File: config.mk
export PLATFORM = sky130hd
export DESIGN_NAME = burst_addr_seq
export DESIGN_NICKNAME = d
export VERILOG_FILES = /design/src/rtl/burst_seq_pkg.sv /design/src/rtl/burst_cmd_decode.sv /design/src/rtl/burst_beat_ctr.sv /design/src/rtl/burst_addr_seq.sv
export SDC_FILE = /design/constraint.sdc
export NUM_CORES = 1
export LEC_CHECK = 0
export BUFFER_PORTS_ARGS = -buffer_cell sky130_fd_sc_hd__buf_2
export CORE_MARGIN = 10
export CORE_UTILIZATION = 40
export CTS_CLUSTER_SIZE = 12
export DETAILED_ROUTE_END_ITERATION = 6
export MAX_ROUTING_LAYER = met4
export PLACE_DENSITY = 0.69
export SKIP_LAST_GASP = 1
export SLEW_MARGIN = 20
export SYNTH_ARGS = -nofsm -noshare
export SYNTH_HDL_FRONTEND = slang
export SYNTH_SLANG_ARGS = --single-unit
File: constraint.sdc
create_clock -name clk -period 1.55 [get_ports clk]
set_clock_uncertainty 0.2 [all_clocks]
set_input_delay 0.0775 -clock clk [delete_from_list [all_inputs] [get_ports clk]]
set_output_delay 0.0775 -clock clk [all_outputs]
set_load 0.01 [all_outputs]
File: src/rtl/burst_seq_pkg.sv
package burst_seq_pkg;
  typedef enum logic [2:0] {
    CMD_IDLE,
    CMD_DESEL,
    CMD_LOAD_RD,
    CMD_LOAD_WR,
    CMD_STEP,
    CMD_HOLD
  } seq_cmd_e;
endpackage

File: src/rtl/burst_cmd_decode.sv
module burst_cmd_decode
  import burst_seq_pkg::*;
(
  input  logic     strb_proc_n,
  input  logic     strb_ctrl_n,
  input  logic     adv_n,
  input  logic     wr_n,
  input  logic     cs1_n,
  input  logic     cs2,
  input  logic     cs3_n,
  input  logic     busy,
  output logic     selected,
  output seq_cmd_e cmd
);
  logic proc_eff;

  assign selected = !cs1_n && cs2 && !cs3_n;
  // processor strobe only counts with the first select low
  assign proc_eff = !strb_proc_n && !cs1_n;

  always_comb begin
    cmd = CMD_IDLE;
    if (proc_eff) begin
      cmd = selected ? CMD_LOAD_RD : CMD_DESEL;
    end else if (!strb_ctrl_n) begin
      if (!selected)  cmd = CMD_DESEL;
      else if (!wr_n) cmd = CMD_LOAD_WR;
      else            cmd = CMD_LOAD_RD;
    end else if (busy) begin
      cmd = adv_n ? CMD_HOLD : CMD_STEP;
    end
  end
endmodule

File: src/rtl/burst_beat_ctr.sv
module burst_beat_ctr #(
  parameter int BEAT_W = 2
) (
  input  logic              clk,
  input  logic              rst,
  input  logic              load,
  input  logic              step,
  input  logic [BEAT_W-1:0] seed,
  input  logic              order_sel,
  output logic [BEAT_W-1:0] beat,
  output logic [BEAT_W-1:0] lsb
);
  logic [BEAT_W-1:0] start_q;
  logic [BEAT_W-1:0] cnt_q;

  always_ff @(posedge clk) begin
    if (rst) begin
      cnt_q   <= '0;
      start_q <= '0;
    end else if (load) begin
      cnt_q   <= '0;
      start_q <= seed;
    end else if (step) begin
      cnt_q <= cnt_q + 1'b1;
    end
  end

  assign beat = cnt_q;
  assign lsb  = order_sel ? (start_q ^ cnt_q) : (start_q + cnt_q);

  assert_load_beat0_R9: assert property (@(posedge clk) disable iff (rst)
    load |=> (beat == '0));
  assert_step_next_R7: assert property (@(posedge clk) disable iff (rst)
    (step && !load) |=> (beat == BEAT_W'($past(beat) + 1'b1)));
  assert_no_step_hold_R8: assert property (@(posedge clk) disable iff (rst)
    (!step && !load) |=> $stable(beat));
endmodule

File: src/rtl/burst_addr_seq.sv
module burst_addr_seq
  import burst_seq_pkg::*;
#(
  parameter int ADDR_W = 20
) (
  input  logic              clk,
  input  logic              rst,
  input  logic [ADDR_W-1:0] addr_in,
  input  logic              strb_proc_n,
  input  logic              strb_ctrl_n,
  input  logic              adv_n,
  input  logic              wr_n,
  input  logic              cs1_n,
  input  logic              cs2,
  input  logic              cs3_n,
  input  logic              order_sel,
  output logic [ADDR_W-1:0] arr_addr,
  output logic              active,
  output logic              op_write,
  output logic [1:0]        beat_idx
);
  localparam int BEAT_W = 2;
  localparam int UP_W   = ADDR_W - BEAT_W;

  seq_cmd_e          cmd;
  logic              selected;
  logic              load;
  logic              step;
  logic [UP_W-1:0]   upper_q;
  logic [BEAT_W-1:0] lsb;
  logic              act_q;
  logic              wr_q;

  burst_cmd_decode u_dec (
    .strb_proc_n (strb_proc_n),
    .strb_ctrl_n (strb_ctrl_n),
    .adv_n       (adv_n),
    .wr_n        (wr_n),
    .cs1_n       (cs1_n),
    .cs2         (cs2),
    .cs3_n       (cs3_n),
    .busy        (act_q),
    .selected    (selected),
    .cmd         (cmd)
  );

  assign load = (cmd == CMD_LOAD_RD) || (cmd == CMD_LOAD_WR);
  assign step = (cmd == CMD_STEP);

  burst_beat_ctr #(.BEAT_W(BEAT_W)) u_ctr (
    .clk       (clk),
    .rst       (rst),
    .load      (load),
    .step      (step),
    .seed      (addr_in[BEAT_W-1:0]),
    .order_sel (order_sel),
    .beat      (beat_idx),
    .lsb       (lsb)
  );

  always_ff @(posedge clk) begin
    if (rst) begin
      act_q   <= 1'b0;
      wr_q    <= 1'b0;
      upper_q <= '0;
    end else begin
      case (cmd)
        CMD_DESEL: begin
          act_q <= 1'b0;
          wr_q  <= 1'b0;
        end
        CMD_LOAD_RD, CMD_LOAD_WR: begin
          act_q   <= 1'b1;
          wr_q    <= (cmd == CMD_LOAD_WR);
          upper_q <= addr_in[ADDR_W-1:BEAT_W];
        end
        CMD_STEP, CMD_HOLD: wr_q <= !wr_n;
        default: ;
      endcase
    end
  end

  assign arr_addr = {upper_q, lsb};
  assign active   = act_q;
  assign op_write = wr_q;

  assert_load_addr_R1: assert property (@(posedge clk) disable iff (rst)
    (selected && (!strb_ctrl_n || (!strb_proc_n && !cs1_n)))
      |=> (active && arr_addr == $past(addr_in)));
  assert_blocked_proc_R2: assert property (@(posedge clk) disable iff (rst)
    (active && cs1_n && strb_ctrl_n) |=> (active && $stable(upper_q)));
  assert_unsel_drop_R3: assert property (@(posedge clk) disable iff (rst)
    (!selected && (!strb_ctrl_n || (!strb_proc_n && !cs1_n))) |=> !active);
  assert_proc_read_R4: assert property (@(posedge clk) disable iff (rst)
    (selected && !strb_proc_n) |=> (active && !op_write));
  assert_ctrl_type_R5: assert property (@(posedge clk) disable iff (rst)
    (selected && strb_proc_n && !strb_ctrl_n) |=> (op_write == $past(!wr_n)));
  assert_hold_addr_R8: assert property (@(posedge clk) disable iff (rst)
    (cmd == CMD_HOLD) |=> $stable(arr_addr));
  assert_upper_fixed_R12: assert property (@(posedge clk) disable iff (rst)
    (cmd == CMD_STEP || cmd == CMD_HOLD) |=> $stable(upper_q));
  assert_reset_state_R13: assert property (@(posedge clk)
    rst |=> (!active && beat_idx == 2'd0 && !op_write));
endmodule

==> results.sh, run 1 <==
export IMPL_outcome="complete, no violations"
export IMPL_synth_sequential_area_ratio_pct=47.3
export IMPL_cts_htree_levels=1
export IMPL_max_vdd_ir_drop_mv=0.654
export IMPL_die_area_um2=4960
export IMPL_synthesis_area_per_instance_um2=8.47
export IMPL_sw_share_pct=22.8
export IMPL_power_per_cell_area_nw_per_um2=787
export IMPL_fmax_mhz=657
export IMPL_synthFlopType="sky130_fd_sc_hd__dfxtp_1"
export IMPL_vias_per_cell=5.19
export IMPL_met2RoutedLength_um=1610
export IMPL_grt_pass1_vias=1241
export IMPL_ys_top_cells_by_count="sky130_fd_sc_hd__dfxtp_1 (24), sky130_fd_sc_hd__a21oi_1 (23), sky130_fd_sc_hd__nand3_1 (20), sky130_fd_sc_hd__o21ai_1 (20), sky130_fd_sc_hd__clkbuf_1 (4)"
export IMPL_worst_hold_path_type="primary input to flop"
export IMPL_route_detailed_drc=0
export IMPL_wl_met1_um=1560
export IMPL_wl_per_cell_um=15.3
export IMPL_ys_seq_elements=24
export IMPL_critPathRequiredTime_ps=1550
export IMPL_max_cap_violations=0
export IMPL_ant_nets=0
export IMPL_post_route_period_util_pct=98.2
export IMPL_initial_utilization_pct=41.4
export IMPL_seq_power_share_pct=49.3
export IMPL_grt_setup_unrepaired="yes"
export IMPL_period_minus_slack_ps=1520
export IMPL_place_area_um2=1290
export IMPL_drive_above_1_share_pct=34.0
export IMPL_arrival_ps=1520
export IMPL_final_hold_viol_count=0
export IMPL_endpoint_kind="flop"
export IMPL_clk_transition_reported_paths_ps=130
export IMPL_path_max_fanout=20
export IMPL_setup_viol=0
export IMPL_vias=1194
export IMPL_global_route_wire_length_before_repair_um=5870
export IMPL_crit_path_start_kind="primary input"
export IMPL_boundaryPins=54
export IMPL_ys_warnings_count=0
export IMPL_routabilityCongestion=0.720
export IMPL_final_area_um2=1650
export IMPL_globalRouteTotalUtil_pct=14.1
export IMPL_multi_input_area_um2=493
export IMPL_cts_made_buffers=3
export IMPL_drt_wl_total_um=3520
export IMPL_crit_type="primary input to flop"
export IMPL_layout_nets=232
export IMPL_synth_top_area_cell="sky130_fd_sc_hd__dfxtp_1"
export IMPL_dieWidth_um=70.4
export IMPL_final_seq_area_um2=485
export IMPL_tightestPinTransition_ps=692
export IMPL_worst_slew_margin_rel_pct=53.8
export IMPL_synth_enable_flop_cells=0
export IMPL_half_perimeter_wire_length_after_placement_um=2260
export IMPL_total_switching_power_mw=0.297
export IMPL_syn_cell_area_um2=1020
export IMPL_postSynthCellCount=120
export IMPL_largest_cells_by_area_after_synthesis="sky130_fd_sc_hd__dfxtp_1 (47%), sky130_fd_sc_hd__a21oi_1 (11%), sky130_fd_sc_hd__nand3_1 (9.9%)"
export IMPL_clkSinkCount=24
export IMPL_layout_core_utilization_pct=67.3
export IMPL_detail_route_first_pass_iterations=4
export IMPL_synth_fp_nets=151
export IMPL_placement_rows=18
export IMPL_tritoncts_clock_tree="yes"
export IMPL_clock_latency_ps=310
export IMPL_max_slew_violations=0
export IMPL_share_clk_of_total_power_pct=34.8
export IMPL_antenna_cells_inserted=0
export IMPL_cts_root_to_sink_buffers=2
export IMPL_fill_cell_count=211
export IMPL_antenna_found_initial=0
export IMPL_power_leakage_nw=0.711
export IMPL_first_iter_violations=96
export IMPL_met3_length_um=298
export IMPL_grt_remaining_overflow=0
export IMPL_power_internal_mw=1.00
export IMPL_grt_max_degree=24
export IMPL_top_layer_used="met4"
export IMPL_synth_top_cell_area_share_pct=47.3
export IMPL_die_height_um=70.4
export IMPL_area_growth_syn_to_layout_pct=62.6
export IMPL_port_buffer_count=53
export IMPL_combPwrFrac_pct=15.8
export IMPL_fraction_of_synthesis_flops_using_an_asynchronous_set_or_reset_pin_pct=0
export IMPL_post_synth_num_cell_types=23
export IMPL_dominant_cell_by_count_in_the_synthesized_netlist="sky130_fd_sc_hd__dfxtp_1"
export IMPL_core_outline_area_um2=2450
export IMPL_cts_root_buf="sky130_fd_sc_hd__clkbuf_4"
[per-stage QoR]
stage | setup WS (ps) | hold slack, ps | TNS [ps] | power [mW] | cells
floorplan | 248 | -53.4 | 0 | 0.731 | 120
global placement | 197 | 132 | 0 | 0.798 | 197
detailed placement | 179 | 143 | 0 | 0.802 | 197
CTS | 13.7 | 6.54 | 0 | 1.31 | 230
global route | -22.8 | 41.6 | -115 | 1.35 | 230
finish | 27.4 | 13.7 | 0 | 1.30 | 230
[power by group through the flow]
stage          Combinational [mW]  Clock (mW)  Sequential [mW]
5_1_grt                     0.227       0.484            0.644
3_3_place_gp                0.143           0            0.655
3_5_place_dp                0.147           0            0.655
2_1_floorplan              0.0693           0            0.662
4_1_cts                     0.202       0.464            0.642
6_report                    0.206       0.453            0.641
[path summary, 6_finish.rpt]
| check | startpoint | to | cells past startpoint | slack (ps) |
|---|---|---|---|---|
| max reg2reg | active | u_ctr.beat[1] | 3 | 160 |
| max | cs3_n | upper_q[17] | 5 | 30 |
| min | strb_ctrl_n | op_write | 4 | 10 |
| min reg2reg | upper_q[7] | upper_q[7] | 2 | 290 |
[sequential cells by signal (all words and copies together) (netlist names)]
name,flops
upper_q,18
u_ctr.beat,2
u_ctr.start_q,2
active,1
op_write,1
[worst max-delay path, cell delays in order]
cell and delay, ps:
sky130_fd_sc_hd__dlygate4sd3_1 540, sky130_fd_sc_hd__buf_2 150, sky130_fd_sc_hd__or3b_4 510, sky130_fd_sc_hd__o21ai_1 160, sky130_fd_sc_hd__a21oi_1 80
[cells by family after synthesis]
logic type,after synthesis,synth area share [%]
AO/OA/AOI/OAI,50,25.9
adder cells (fa/ha/maj),1,1.23
flip-flops,24,47.3
buffers and inverters,10,6.16
AND/OR/NAND/NOR,33,17.7
XOR/XNOR,2,1.72
[area by class of cell]
type | instances | area share, %
well taps | 30 | 2.27
multi-input cells | 86 | 29.8
repair buffers | 86 | 35.3
clock buffers | 3 | 1.36
flip-flops and latches | 24 | 29.4
clock inverters | 1 | 1.82
[routing by layer]
metal	up-vias	global-route usage (%)
met3	6	4.10
met4	0	4.61
li1	595	-
met2	58	22.5
met5	-	-
met1	535	16.7
[what timing repair did]
item / CTS / global route
resized for setup: 2 / 5
pin swaps: 0 / 2
endpoints found under the hold margin: 24 / 0
buffers inserted: 1 / 0
setup endpoints to repair: 1 / 17
hold buffers: 28 / 0
[cells in the final DEF (no fill, tap or decap)]
master	instances
sky130_fd_sc_hd__bufinv_16	1
sky130_fd_sc_hd__buf_2	53
sky130_fd_sc_hd__nor3b_2	1
sky130_fd_sc_hd__buf_4	5
sky130_fd_sc_hd__xnor2_1	2
sky130_fd_sc_hd__clkbuf_4	3
sky130_fd_sc_hd__a21o_1	1
sky130_fd_sc_hd__and2_1	1
sky130_fd_sc_hd__nand3_1	20
sky130_fd_sc_hd__nand2b_1	1
sky130_fd_sc_hd__nor2b_4	1
sky130_fd_sc_hd__a211oi_1	1
sky130_fd_sc_hd__dfxtp_1	22
sky130_fd_sc_hd__o21ai_1	20
sky130_fd_sc_hd__dfxtp_4	1
sky130_fd_sc_hd__or3b_4	1
sky130_fd_sc_hd__a21oi_1	23
sky130_fd_sc_hd__nand2_1	3
sky130_fd_sc_hd__dfxtp_2	1
sky130_fd_sc_hd__o21ai_0	2
sky130_fd_sc_hd__ha_4	1
sky130_fd_sc_hd__o211ai_1	3
sky130_fd_sc_hd__and3_1	1
sky130_fd_sc_hd__nor2_1	2
sky130_fd_sc_hd__or3_1	2
sky130_fd_sc_hd__dlygate4sd3_1	28
Power figures use the tool's default switching activity.
==> inputs of run 2 (changes only) <==
--- a/config.mk
+++ b/config.mk
@@ -6,14 +6,18 @@
 export NUM_CORES = 1
 export LEC_CHECK = 0
 export BUFFER_PORTS_ARGS = -buffer_cell sky130_fd_sc_hd__buf_2
+export CELL_PAD_IN_SITES_DETAIL_PLACEMENT = 0
+export CELL_PAD_IN_SITES_GLOBAL_PLACEMENT = 1
 export CORE_MARGIN = 10
-export CORE_UTILIZATION = 40
+export CORE_UTILIZATION = 31
 export CTS_CLUSTER_SIZE = 12
 export DETAILED_ROUTE_END_ITERATION = 6
+export GPL_TIMING_DRIVEN = 1
 export MAX_ROUTING_LAYER = met4
-export PLACE_DENSITY = 0.69
+export PLACE_DENSITY = 0.74
 export SKIP_LAST_GASP = 1
 export SLEW_MARGIN = 20
 export SYNTH_ARGS = -nofsm -noshare
 export SYNTH_HDL_FRONTEND = slang
+export SYNTH_HIERARCHICAL = 1
 export SYNTH_SLANG_ARGS = --single-unit
==> results.sh, run 2 <==
export IMPL_outcome="complete, but fails checks"
export IMPL_failing_checks="negative hold slack, negative setup slack"
export IMPL_area_growth_syn_to_layout_pct=73.5
export IMPL_core_outline_area_um2=3080
export IMPL_period_minus_slack_ps=1580
export IMPL_dieWidth_um=77.1
export IMPL_max_cap_violations=0
export IMPL_tritoncts_clock_tree="yes"
export IMPL_max_slew_violations=0
export IMPL_crit_path_start_kind="flop"
export IMPL_boundaryPins=54
export IMPL_critPathRequiredTime_ps=1570
export IMPL_arrival_ps=1600
export IMPL_postSynthCellCount=97
export IMPL_global_route_wire_length_before_repair_um=4860
export IMPL_setup_viol=1
export IMPL_antenna_found_initial=0
export IMPL_power_per_cell_area_nw_per_um2=734
export IMPL_layout_nets=215
export IMPL_route_detailed_drc=0
export IMPL_die_height_um=77.1
export IMPL_crit_type="flop to flop"
export IMPL_tightestPinTransition_ps=426
export IMPL_drive_above_1_share_pct=46.4
export IMPL_drt_wl_total_um=3050
export IMPL_vias_per_cell=4.44
export IMPL_most_common_layout_cells="sky130_fd_sc_hd__buf_2 (53), sky130_fd_sc_hd__dlygate4sd3_1 (23), sky130_fd_sc_hd__nor2_1 (22)"
export IMPL_setup_tns_ps=-25.6
export IMPL_layout_commonest_cell="sky130_fd_sc_hd__buf_2"
export IMPL_syn_cell_area_um2=1010
export IMPL_clk_transition_reported_paths_ps=140
export IMPL_synthesis_area_per_instance_um2=10.4
export IMPL_endpoint_kind="flop"
export IMPL_initial_utilization_pct=32.8
export IMPL_final_hold_worst_slack_ps=-24.7
export IMPL_clock_latency_ps=300
export IMPL_routabilityCongestion=0.703
export IMPL_layout_setup_ws_ps=-25.6
export IMPL_finalNonFillerCells=225
export IMPL_worst_slew_margin_rel_pct=71.6
export IMPL_wl_per_cell_um=13.6
export IMPL_grt_remaining_overflow=0
export IMPL_antenna_cells_inserted=0
export IMPL_post_route_period_util_pct=102
export IMPL_layout_core_utilization_pct=57.0
export IMPL_regMostFlops="upper_q"
export IMPL_place_area_um2=1410
export IMPL_post_place_ws_ps=-242
export IMPL_ys_warnings_count=6
export IMPL_cts_htree_levels=1
export IMPL_grt_setup_unrepaired="yes"
export IMPL_power_leakage_nw=0.774
export IMPL_die_area_um2=5950
export IMPL_cts_root_buf="sky130_fd_sc_hd__clkbuf_4"
export IMPL_fmax_mhz=635
export IMPL_synth_fp_nets=130
export IMPL_detail_route_first_pass_iterations=4
export IMPL_design_power_total_mw=1.29
export IMPL_ant_nets=0
export IMPL_clkSinkCount=24
export IMPL_dpl_cell_count=197
export IMPL_final_hold_viol_count=18
export IMPL_largest_register_ff_count=18
export IMPL_globalRouteTotalUtil_pct=9.87
export IMPL_max_vdd_ir_drop_mv=0.466
export IMPL_placement_rows=20
export IMPL_grt_max_degree=25
export IMPL_grt_pass1_vias=1080
export IMPL_cts_root_to_sink_buffers=2
export IMPL_cts_made_buffers=3
export IMPL_vias=998
export IMPL_port_buffer_count=53
export IMPL_path_max_fanout=5
export IMPL_half_perimeter_wire_length_after_placement_um=2160
export IMPL_final_area_um2=1750
export IMPL_worst_hold_path_type="primary input to flop"
export IMPL_first_iter_violations=22
## run 2: metal layers
layer  wire [um]  track usage, %  part of all wire, %
met2        1580            18.4                   52
met1        1330            10.7                   44
met5           0               -                    0
met3         125            1.98                  4.1
met4          19            1.64                 0.62
## run 2: layout make-up
class,count,area (um^2)
Sequential cell,24,487
Clock inverter,1,30.0
Tap cell,44,55.1
Clock buffer,3,22.5
Timing Repair Buffer,84,581
Fill cell,282,1320
Inverter,3,11.3
Multi-Input combinational cell,66,568
## run 2: timing repair
| action | in CTS | in global routing |
|---|---|---|
| hold buffers | 21 | 2 |
| endpoints found under the hold margin | 22 | 2 |
| buffers inserted | 1 | 0 |
| pin swaps | 0 | 1 |
| endpoints found under the setup margin | 3 | 12 |
| resized for setup | 4 | 9 |
## run 2: power breakdown
part | internal, mW | switching, mW | leakage, nW
Sequential | 0.630 | 0.00803 | 0.196
Clock | 0.261 | 0.188 | 0.0279
Combinational | 0.119 | 0.0808 | 0.550
## run 2: worst max-delay path: stages (launching register included)
cell                        delay [ps]
sky130_fd_sc_hd__dfxtp_2           360
sky130_fd_sc_hd__and2_4            170
sky130_fd_sc_hd__o2bb2ai_4         120
sky130_fd_sc_hd__or3b_4            410
sky130_fd_sc_hd__a211oi_2          180
sky130_fd_sc_hd__nor2_1             50
## run 2: path summary, 6_finish.rpt
path / cells after the start / slack [ps] / endpoint / from
min reg2reg: 2 / 300 / upper_q[13] / upper_q[13]
min: 2 / -20 / upper_q[9] / rst
max reg2reg: 5 / -30 / op_write / active
max: 5 / -30 / op_write / active
==> inputs of run 3 (changes only) <==
--- a/config.mk
+++ b/config.mk
@@ -5,16 +5,17 @@
 export SDC_FILE = /design/constraint.sdc
 export NUM_CORES = 1
 export LEC_CHECK = 0
-export BUFFER_PORTS_ARGS = -buffer_cell sky130_fd_sc_hd__buf_2
+export BUFFER_PORTS_ARGS = -buffer_cell sky130_fd_sc_hd__buf_4
 export CELL_PAD_IN_SITES_DETAIL_PLACEMENT = 0
 export CELL_PAD_IN_SITES_GLOBAL_PLACEMENT = 1
 export CORE_MARGIN = 10
-export CORE_UTILIZATION = 31
+export CORE_UTILIZATION = 33
+export CTS_BUF_LIST = sky130_fd_sc_hd__clkbuf_4 sky130_fd_sc_hd__clkbuf_8
 export CTS_CLUSTER_SIZE = 12
 export DETAILED_ROUTE_END_ITERATION = 6
 export GPL_TIMING_DRIVEN = 1
 export MAX_ROUTING_LAYER = met4
-export PLACE_DENSITY = 0.74
+export PLACE_DENSITY = 0.78
 export SKIP_LAST_GASP = 1
 export SLEW_MARGIN = 20
 export SYNTH_ARGS = -nofsm -noshare
==> results.sh, run 3 (synthesis results as in run 2) <==
export IMPL_sw_share_pct=23.1
export IMPL_seq_power_share_pct=53.4
export IMPL_cts_root_to_sink_buffers=2
export IMPL_antenna_found_initial=0
export IMPL_globalRouteTotalUtil_pct=11.1
export IMPL_largest_register_ff_count=18
export IMPL_combPwrFrac_pct=19.0
export IMPL_port_buffer_count=53
export IMPL_tightestPinTransition_ps=256
export IMPL_cts_root_buf="sky130_fd_sc_hd__clkbuf_4"
export IMPL_grt_max_degree=25
export IMPL_power_leakage_nw=0.791
export IMPL_power_per_cell_area_nw_per_um2=648
export IMPL_routabilityCongestion=0.840
export IMPL_arrival_ps=1600
export IMPL_tritoncts_clock_tree="yes"
export IMPL_drt_wl_total_um=3100
export IMPL_antenna_cells_inserted=0
export IMPL_ff2ff_path_depth=5
export IMPL_critical_path_depth=5
export IMPL_total_switching_power_mw=0.276
export IMPL_outcome="complete, but fails checks"
export IMPL_most_common_layout_cells="sky130_fd_sc_hd__buf_4 (60), sky130_fd_sc_hd__nor2_1 (22), sky130_fd_sc_hd__dlygate4sd3_1 (22), sky130_fd_sc_hd__dfxtp_1 (22), sky130_fd_sc_hd__mux2i_1 (19)"
export IMPL_max_vdd_ir_drop_mv=0.535
export IMPL_critical_path_n_buffers_inverters=0
export IMPL_vias=973
export IMPL_crit_type="flop to flop"
export IMPL_half_perimeter_wire_length_after_placement_um=2220
export IMPL_crit_path_start_kind="flop"
export IMPL_wl_per_cell_um=14.5
export IMPL_worst_hold_path_type="primary input to flop"
export IMPL_max_slew_violations=0
export IMPL_layout_nets=215
export IMPL_global_route_wire_length_before_repair_um=4740
export IMPL_layout_setup_ws_ps=-32.8
export IMPL_power_internal_mw=0.920
export IMPL_clock_latency_ps=310
export IMPL_fill_cell_count=255
export IMPL_critPathRequiredTime_ps=1560
export IMPL_core_outline_area_um2=3000
export IMPL_die_height_um=75.4
export IMPL_regMostFlops="upper_q"
export IMPL_cts_htree_levels=1
export IMPL_placement_rows=20
export IMPL_initial_utilization_pct=33.7
export IMPL_vias_per_cell=4.55
export IMPL_layout_commonest_cell="sky130_fd_sc_hd__buf_4"
export IMPL_worst_slew_margin_rel_pct=82.9
export IMPL_crit_path_cell_trace="and2_4, o2bb2ai_4, or3b_4, a211oi_2, nor2_1"
export IMPL_detail_route_first_pass_iterations=2
export IMPL_area_growth_syn_to_layout_pct=82.4
export IMPL_setup_viol=2
export IMPL_first_iter_violations=21
export IMPL_grt_pass1_vias=1078
export IMPL_failing_checks="negative setup slack"
export IMPL_boundaryPins=54
export IMPL_final_hold_viol_count=0
export IMPL_period_minus_slack_ps=1580
export IMPL_max_cap_violations=0
export IMPL_die_area_um2=5680
export IMPL_place_area_um2=1530
export IMPL_route_detailed_drc=0
export IMPL_endpoint_kind="flop"
export IMPL_ant_nets=0
export IMPL_critical_path_max_stage_delay_ps=410
export IMPL_post_route_period_util_pct=102
export IMPL_worst_hold_path_num_cells=6
export IMPL_path_max_fanout=5
export IMPL_share_clk_of_total_power_pct=27.5
export IMPL_final_area_um2=1840
export IMPL_cts_made_buffers=3
export IMPL_cp_top_family="simple AND/OR/NAND/NOR gates"
export IMPL_drive_above_1_share_pct=45.9
export IMPL_grt_remaining_overflow=0
export IMPL_grt_setup_unrepaired="yes"
export IMPL_worst_path_max_delay_cell="sky130_fd_sc_hd__or3b_4"
export IMPL_clk_transition_reported_paths_ps=130
export IMPL_post_place_ws_ps=-234
export IMPL_clkSinkCount=24
export IMPL_fmax_mhz=632
export IMPL_dieWidth_um=75.4
==> run 3: cell count changes in the layout (fill, tap and decap cells not counted), sizes merged <==
cell and change:
buf +1, bufinv -1, clkbuf +1, dlygate4sd3 -1
==> run 3: worst paths after layout <==
| path | from | end | slack [ps] |
|---|---|---|---|
| setup / recovery | active | op_write | -30 |
| setup reg to reg | active | op_write | -30 |
| hold reg to reg | upper_q[17] | upper_q[17] | 310 |
| hold / removal | adv_n | u_ctr/beat[1] | 150 |
==> run 3: power groups by stage <==
stage / Clock (mW) / Combinational [mW] / Sequential, mW
after global routing: 0.371 / 0.245 / 0.641
after global placement: 0 / 0.170 / 0.653
after floorplan: 0 / 0.0651 / 0.659
after detailed placement: 0 / 0.173 / 0.653
final: 0.329 / 0.227 / 0.639
after CTS: 0.343 / 0.222 / 0.640
==> run 3: per-stage QoR <==
step | setup TNS (ps) | instances | total power [mW] | hold slack, ps | utilization (%)
5_1_grt | -285 | 214 | 1.26 | 162 | 61.4
3_3_place_gp | -2940 | 187 | 0.822 | 111 | 51.0
6_report | -51.9 | 214 | 1.20 | 148 | 61.4
3_5_place_dp | -3640 | 187 | 0.826 | 120 | 51.0
2_1_floorplan | -930 | 97 | 0.724 | -57.9 | -
4_1_cts | -45.6 | 213 | 1.20 | 129 | 59.9
==> run 3: what timing repair did <==
action,CTS,global route
endpoints found under the setup margin,3,8
endpoints found under the hold margin,24,0
resized for setup,3,7
pin swaps,0,3
hold buffers,22,0
buffers inserted,0,1
==> run 3: layout make-up <==
type	instances	area [um^2]	share of cell area (%)
Timing Repair Buffer	84	711	38.5
Multi-Input combinational cell	66	559	30.3
Inverter	3	11.3	0.611
Sequential cell	24	485	26.3
Clock buffer	4	36.3	1.97
Tap cell	33	41.3	2.24
==> run 3: per-layer routing <==
metal	global-route usage [%]	vias up	share of wire, %
li1	-	497	-
met2	20.0	30	53
met1	11.2	446	41
met4	3.09	0	0
met5	-	-	0
met3	3.39	0	5.5
==> run 3: tightest hold or removal path, cell delays in order <==
cell and delay, ps:
sky130_fd_sc_hd__buf_4 90, sky130_fd_sc_hd__o2bb2ai_4 120, sky130_fd_sc_hd__nor3_1 50, sky130_fd_sc_hd__buf_4 140, sky130_fd_sc_hd__nand3b_1 90, sky130_fd_sc_hd__a211oi_2 60
